$ cat src/rtl/lru4_pkg.sv
package lru4_pkg;
    localparam int WAYS  = 4;
    localparam int IDX_W = $clog2(WAYS);
    localparam int VEC_W = WAYS * (WAYS - 1) / 2;

    typedef logic [VEC_W-1:0] age_t;
    typedef logic [IDX_W-1:0] way_t;

    // Per-way clear and set masks, applied as (vec & keep) | set
    function automatic age_t keep_mask(way_t w);
        case (w)
            2'd0:    return 6'b000111;
            2'd1:    return 6'b111001;
            2'd2:    return 6'b111110;
            default: return 6'b111111;
        endcase
    endfunction

    function automatic age_t set_mask(way_t w);
        case (w)
            2'd0:    return 6'b000000;
            2'd1:    return 6'b100000;
            2'd2:    return 6'b010100;
            default: return 6'b001011;
        endcase
    endfunction
endpackage

$ cat src/rtl/lru4_update.sv
module lru4_update
    import lru4_pkg::*;
(
    input  age_t cur_vec,
    input  logic use_valid,
    input  way_t use_idx,
    input  logic wr_en,
    input  age_t wr_vec,
    output age_t nxt_vec
);
    age_t touched;

    always_comb begin
        touched = (cur_vec & keep_mask(use_idx)) | set_mask(use_idx);
        if (wr_en)
            nxt_vec = wr_vec;
        else if (use_valid)
            nxt_vec = touched;
        else
            nxt_vec = cur_vec;
    end
endmodule

$ cat src/rtl/lru4_victim.sv
module lru4_victim
    import lru4_pkg::*;
(
    input  age_t vec,
    output way_t victim,
    output logic no_match
);
    logic [WAYS-1:0] hit;

    always_comb begin
        hit[0] = vec[5] & vec[4] & vec[3];
        hit[1] = ~vec[5] & ~vec[2] & vec[1];
        hit[2] = ~vec[4] & ~vec[2] & vec[0];
        hit[3] = ~vec[3] & ~vec[1] & ~vec[0];
    end

    always_comb begin
        victim   = '0;
        no_match = 1'b0;
        unique casez (hit)
            4'b???1: victim = 2'd0;
            4'b??10: victim = 2'd1;
            4'b?100: victim = 2'd2;
            4'b1000: victim = 2'd3;
            4'b0000: no_match = 1'b1;
        endcase
    end
endmodule

$ cat src/rtl/lru4_tracker.sv
module lru4_tracker
    import lru4_pkg::*;
(
    input  logic       clk,
    input  logic       rst_n,
    input  logic       use_valid,
    input  logic [1:0] use_idx,
    input  logic       wr_en,
    input  logic [5:0] wr_vec,
    output logic [1:0] victim_idx,
    output logic [5:0] age_vec,
    output logic       bad_state
);
    age_t vec_q;
    age_t vec_d;

    lru4_update u_update (
        .cur_vec   (vec_q),
        .use_valid (use_valid),
        .use_idx   (use_idx),
        .wr_en     (wr_en),
        .wr_vec    (wr_vec),
        .nxt_vec   (vec_d)
    );

    always_ff @(posedge clk) begin
        if (!rst_n)
            vec_q <= '0;
        else
            vec_q <= vec_d;
    end

    lru4_victim u_victim (
        .vec      (vec_q),
        .victim   (victim_idx),
        .no_match (bad_state)
    );

    assign age_vec = vec_q;

    p_hold_r9: assert property (@(posedge clk) disable iff (!rst_n)
        (!wr_en && !use_valid) |=> $stable(age_vec));

    p_write_r8: assert property (@(posedge clk) disable iff (!rst_n)
        wr_en |=> age_vec == $past(wr_vec));

    p_use0_r2: assert property (@(posedge clk) disable iff (!rst_n)
        (use_valid && !wr_en && use_idx == 2'd0) |=>
        (age_vec[5:3] == 3'b000 && age_vec[2:0] == $past(age_vec[2:0])));

    p_use3_r5: assert property (@(posedge clk) disable iff (!rst_n)
        (use_valid && !wr_en && use_idx == 2'd3) |=>
        (age_vec[3] && age_vec[1] && age_vec[0]));

    p_err_r7: assert property (@(posedge clk) disable iff (!rst_n)
        bad_state |-> victim_idx == 2'd0);

    p_reset_r1: assert property (@(posedge clk)
        !rst_n |=> (age_vec == '0 && victim_idx == 2'd3 && !bad_state));
endmodule

$ cat config.mk
export PLATFORM = sky130hd
export DESIGN_NAME = lru4_tracker
export DESIGN_NICKNAME = d
export VERILOG_FILES = /design/src/rtl/lru4_pkg.sv /design/src/rtl/lru4_update.sv /design/src/rtl/lru4_victim.sv /design/src/rtl/lru4_tracker.sv
export SDC_FILE = /design/constraint.sdc
export NUM_CORES = 1
export LEC_CHECK = 0
export BUFFER_PORTS_ARGS = -buffer_cell sky130_fd_sc_hd__buf_2
export CORE_AREA = 2 2 39 41
export DETAILED_ROUTE_END_ITERATION = 6
export DIE_AREA = 0 0 41 43
export HOLD_SLACK_MARGIN = 0.1
export MAX_ROUTING_LAYER = met4
export PLACE_DENSITY_LB_ADDON = 0.1
export SYNTH_ARGS = -nofsm -noshare
export SYNTH_HDL_FRONTEND = slang
export SYNTH_HIERARCHICAL = 1
export SYNTH_SLANG_ARGS = --single-unit
export TNS_END_PERCENT = 10
$ cat constraint.sdc
create_clock -name clk -period 1.97 [get_ports clk]
set_input_delay 0.394 -clock clk [delete_from_list [all_inputs] [get_ports clk]]
set_output_delay 0.394 -clock clk [all_outputs]
set_load 0.01 [all_outputs]
==> impl_metrics.toml <==
[timing]
finalHoldViolCount = 0
min_period_over_period = 0.810
fmax_mhz = 627
worst_pin_slew_ps = 239
finalSetupViolations = 0
fin_tns_setup_ps = 0
rsz0062_at_grt = "false"
fin_crit_ps = 1600
finClkSkew_ps = 0
drv_slew = 0
slew_headroom = 0.841

[cts]
cts_setup_buffers = 0
clk_pin_slew_ps = 40
h-tree-depth = 1
cts_made_buffers = 3
clk_latency_ps = 230
cts.sinks = 6
cts_tree = "yes"
root_buffer = "clkbuf_4"
cts_resized = 0
hold_buffers = 0
cts_max_path_buffers = 2

[global_routing]
first_global_vias = 374
antenna_found_initial = 0
grt_pass1_wl_um = 1460
grt_max_degree = 17
grtUsageTotal = 0.126
grt-ovfl-total = 0

[route]
wl_um = 866
drcViolationCount = 0
postRouteAntennaNets = 0
first_pass_iters = 2
via_per_inst = 4.60
wl_per_cell_um = 9.73
drt_iter0_markers = 3
num_vias = 409

[yosys]
synth_cells = 52
syn_area_um2 = 458
synth_compound_area_frac = 0.186
synth_top_area_share = 0.262
synth_adder_area_share = 0.0820
muxShareOfSynthArea = 0
ys_seq_area_frac = 0.262
synth_area_leaders = "dfxtp_1 (26%), a221o_1 (11%), and2_1 (8.2%)"
synth_top_family_by_area = "simple AND/OR/NAND/NOR gates"
synth_xor_area_frac = 0
ys_types = 21
synth.avg_cell_area_um2 = 8.81
synth_area_leader_cell = "dfxtp_1"
yosysWarnings = 6
ys_seq_elements = 6
synth_nets = 67
synthSimpleGateAreaFrac = 0.418

[setup_path]
worstPathMaxFanout = 4
cp_slowest_cell = "or3_1"
slowest_delay_ps = 410
startpoint_type = "register"
crit_arrival_ps = 1200
crit_chain = "or3_1 > nand2_1 > nor2_1 > buf_2"
end_kind = "output port"
crit_type = "reg -> out"
cp.required_ps = 1580

[job]
cap_violations = 0

[finish]
drive_gt1_frac = 0.342
largest_register_ffs = 6
multi_input_area_um2 = 314
n_fill_cell = 146
register_area_um2 = 120
post-route-util = 0.422
antenna_cells = 0
syn2layout_area_growth_pct = 27.6
layout.nets = 90

[floorplanning]
io_pins = 21
fp.dieW_um = 41
dieArea_um2 = 1760
num_rows = 14
core_um2 = 1380
start_util = 0.331
die_h_um = 43

[power]
p_leak_nw = 0.295
powerDensity_nw_per_um2 = 577
total_power_mw = 0.337
irDropWorstVdd_uv = 148

[placed_design]
place.gp.congestion = 0.654
port_buffers = 20

[outcome]
outcome = "finished, final reports clean"

[worst_hold_path]
hp-class = "in -> reg"
worst paths after layout:
check	endpoint	start	slack [ps]	cells past startpoint
max reg2reg	age_vec[0]$_SDFF_PN0_	age_vec[0]$_SDFF_PN0_	930	3
min	age_vec[0]$_SDFF_PN0_	rst_n	420	2
min reg2reg	age_vec[5]$_SDFF_PN0_	age_vec[5]$_SDFF_PN0_	750	3
max	bad_state	age_vec[1]$_SDFF_PN0_	370	4
cells by family (layout without fill, tap and decap cells):
logic type | count (synthesis) | count (layout)
buffers and inverters | 4 | 25
adders and majority gates | 3 | 3
DFF | 6 | 6
and+or+nand+nor | 28 | 28
AOI/OAI and AO/OA | 11 | 11
worst max-delay path: cells and delay by family (launching register included):
| kind | cells | cell delay [ps] |
|---|---|---|
| buffers and inverters | 1 | 130 |
| flip-flops | 1 | 320 |
| AND/OR/NAND/NOR | 3 | 520 |
cell usage in the layout, fill, tap and decap left out, drive strengths merged:
cell / instances
and2b: 2
o21ai: 2
and2: 6
or3: 1
a21bo: 1
nor2b: 4
dfxtp: 6
and4b: 1
ha: 3
nor2: 1
nor4b: 1
nand2: 3
buf: 20
nand3: 1
a221o: 5
and4bb: 2
inv: 2
clkbuf: 3
a21oi: 3
nand2b: 6
synth_stat cells:
| cell | n |
|---|---|
| nand2_1 | 3 |
| a221o_1 | 5 |
| and4bb_1 | 2 |
| dfxtp_1 | 6 |
| ha_1 | 3 |
| inv_1 | 2 |
| nor4b_2 | 1 |
| o21ai_0 | 1 |
| buf_2 | 1 |
| o21ai_1 | 1 |
| a21bo_2 | 1 |
| and2b_1 | 2 |
| a21oi_1 | 3 |
| nand2b_1 | 6 |
| and2_1 | 6 |
| nor2_1 | 1 |
| buf_6 | 1 |
| or3_1 | 1 |
| nand3_1 | 1 |
| and4b_1 | 1 |
| nor2b_1 | 4 |
final cells by class:
cell class / count / share of cell area
well taps: 16 / 0.0343
flip-flops and latches: 6 / 0.206
clock buffers: 3 / 0.0385
multi-input cells: 42 / 0.537
repair buffers: 20 / 0.171
inverters: 2 / 0.0128
report_power, final:
group	internal [mW]	switching (mW)	total [mW]
sequential	0.130	0.00753	0.138
combinational	0.0493	0.0436	0.0929
clock	0.0685	0.0377	0.106
total	0.248	0.0889	0.337
per-layer routing:
layer | vias to the layer above | GRT usage | routed length [um]
li1 | 230 | - | -
met1 | 171 | 0.158 | 394
met2 | 8 | 0.181 | 436
met3 | 0 | 0 | 35
met4 | 0 | 0.100 | 0
met5 | - | - | 0
metrics by stage:
step	hold WS, ps	worst slack (ps)	std cells	area, um^2
after floorplan	516	579	52	458
after global placement	664	394	86	562
after detailed placement	664	376	86	562
after CTS	414	350	89	584
after global routing	451	302	89	584
final	418	374	89	584
(Power assumes the default switching activity.)
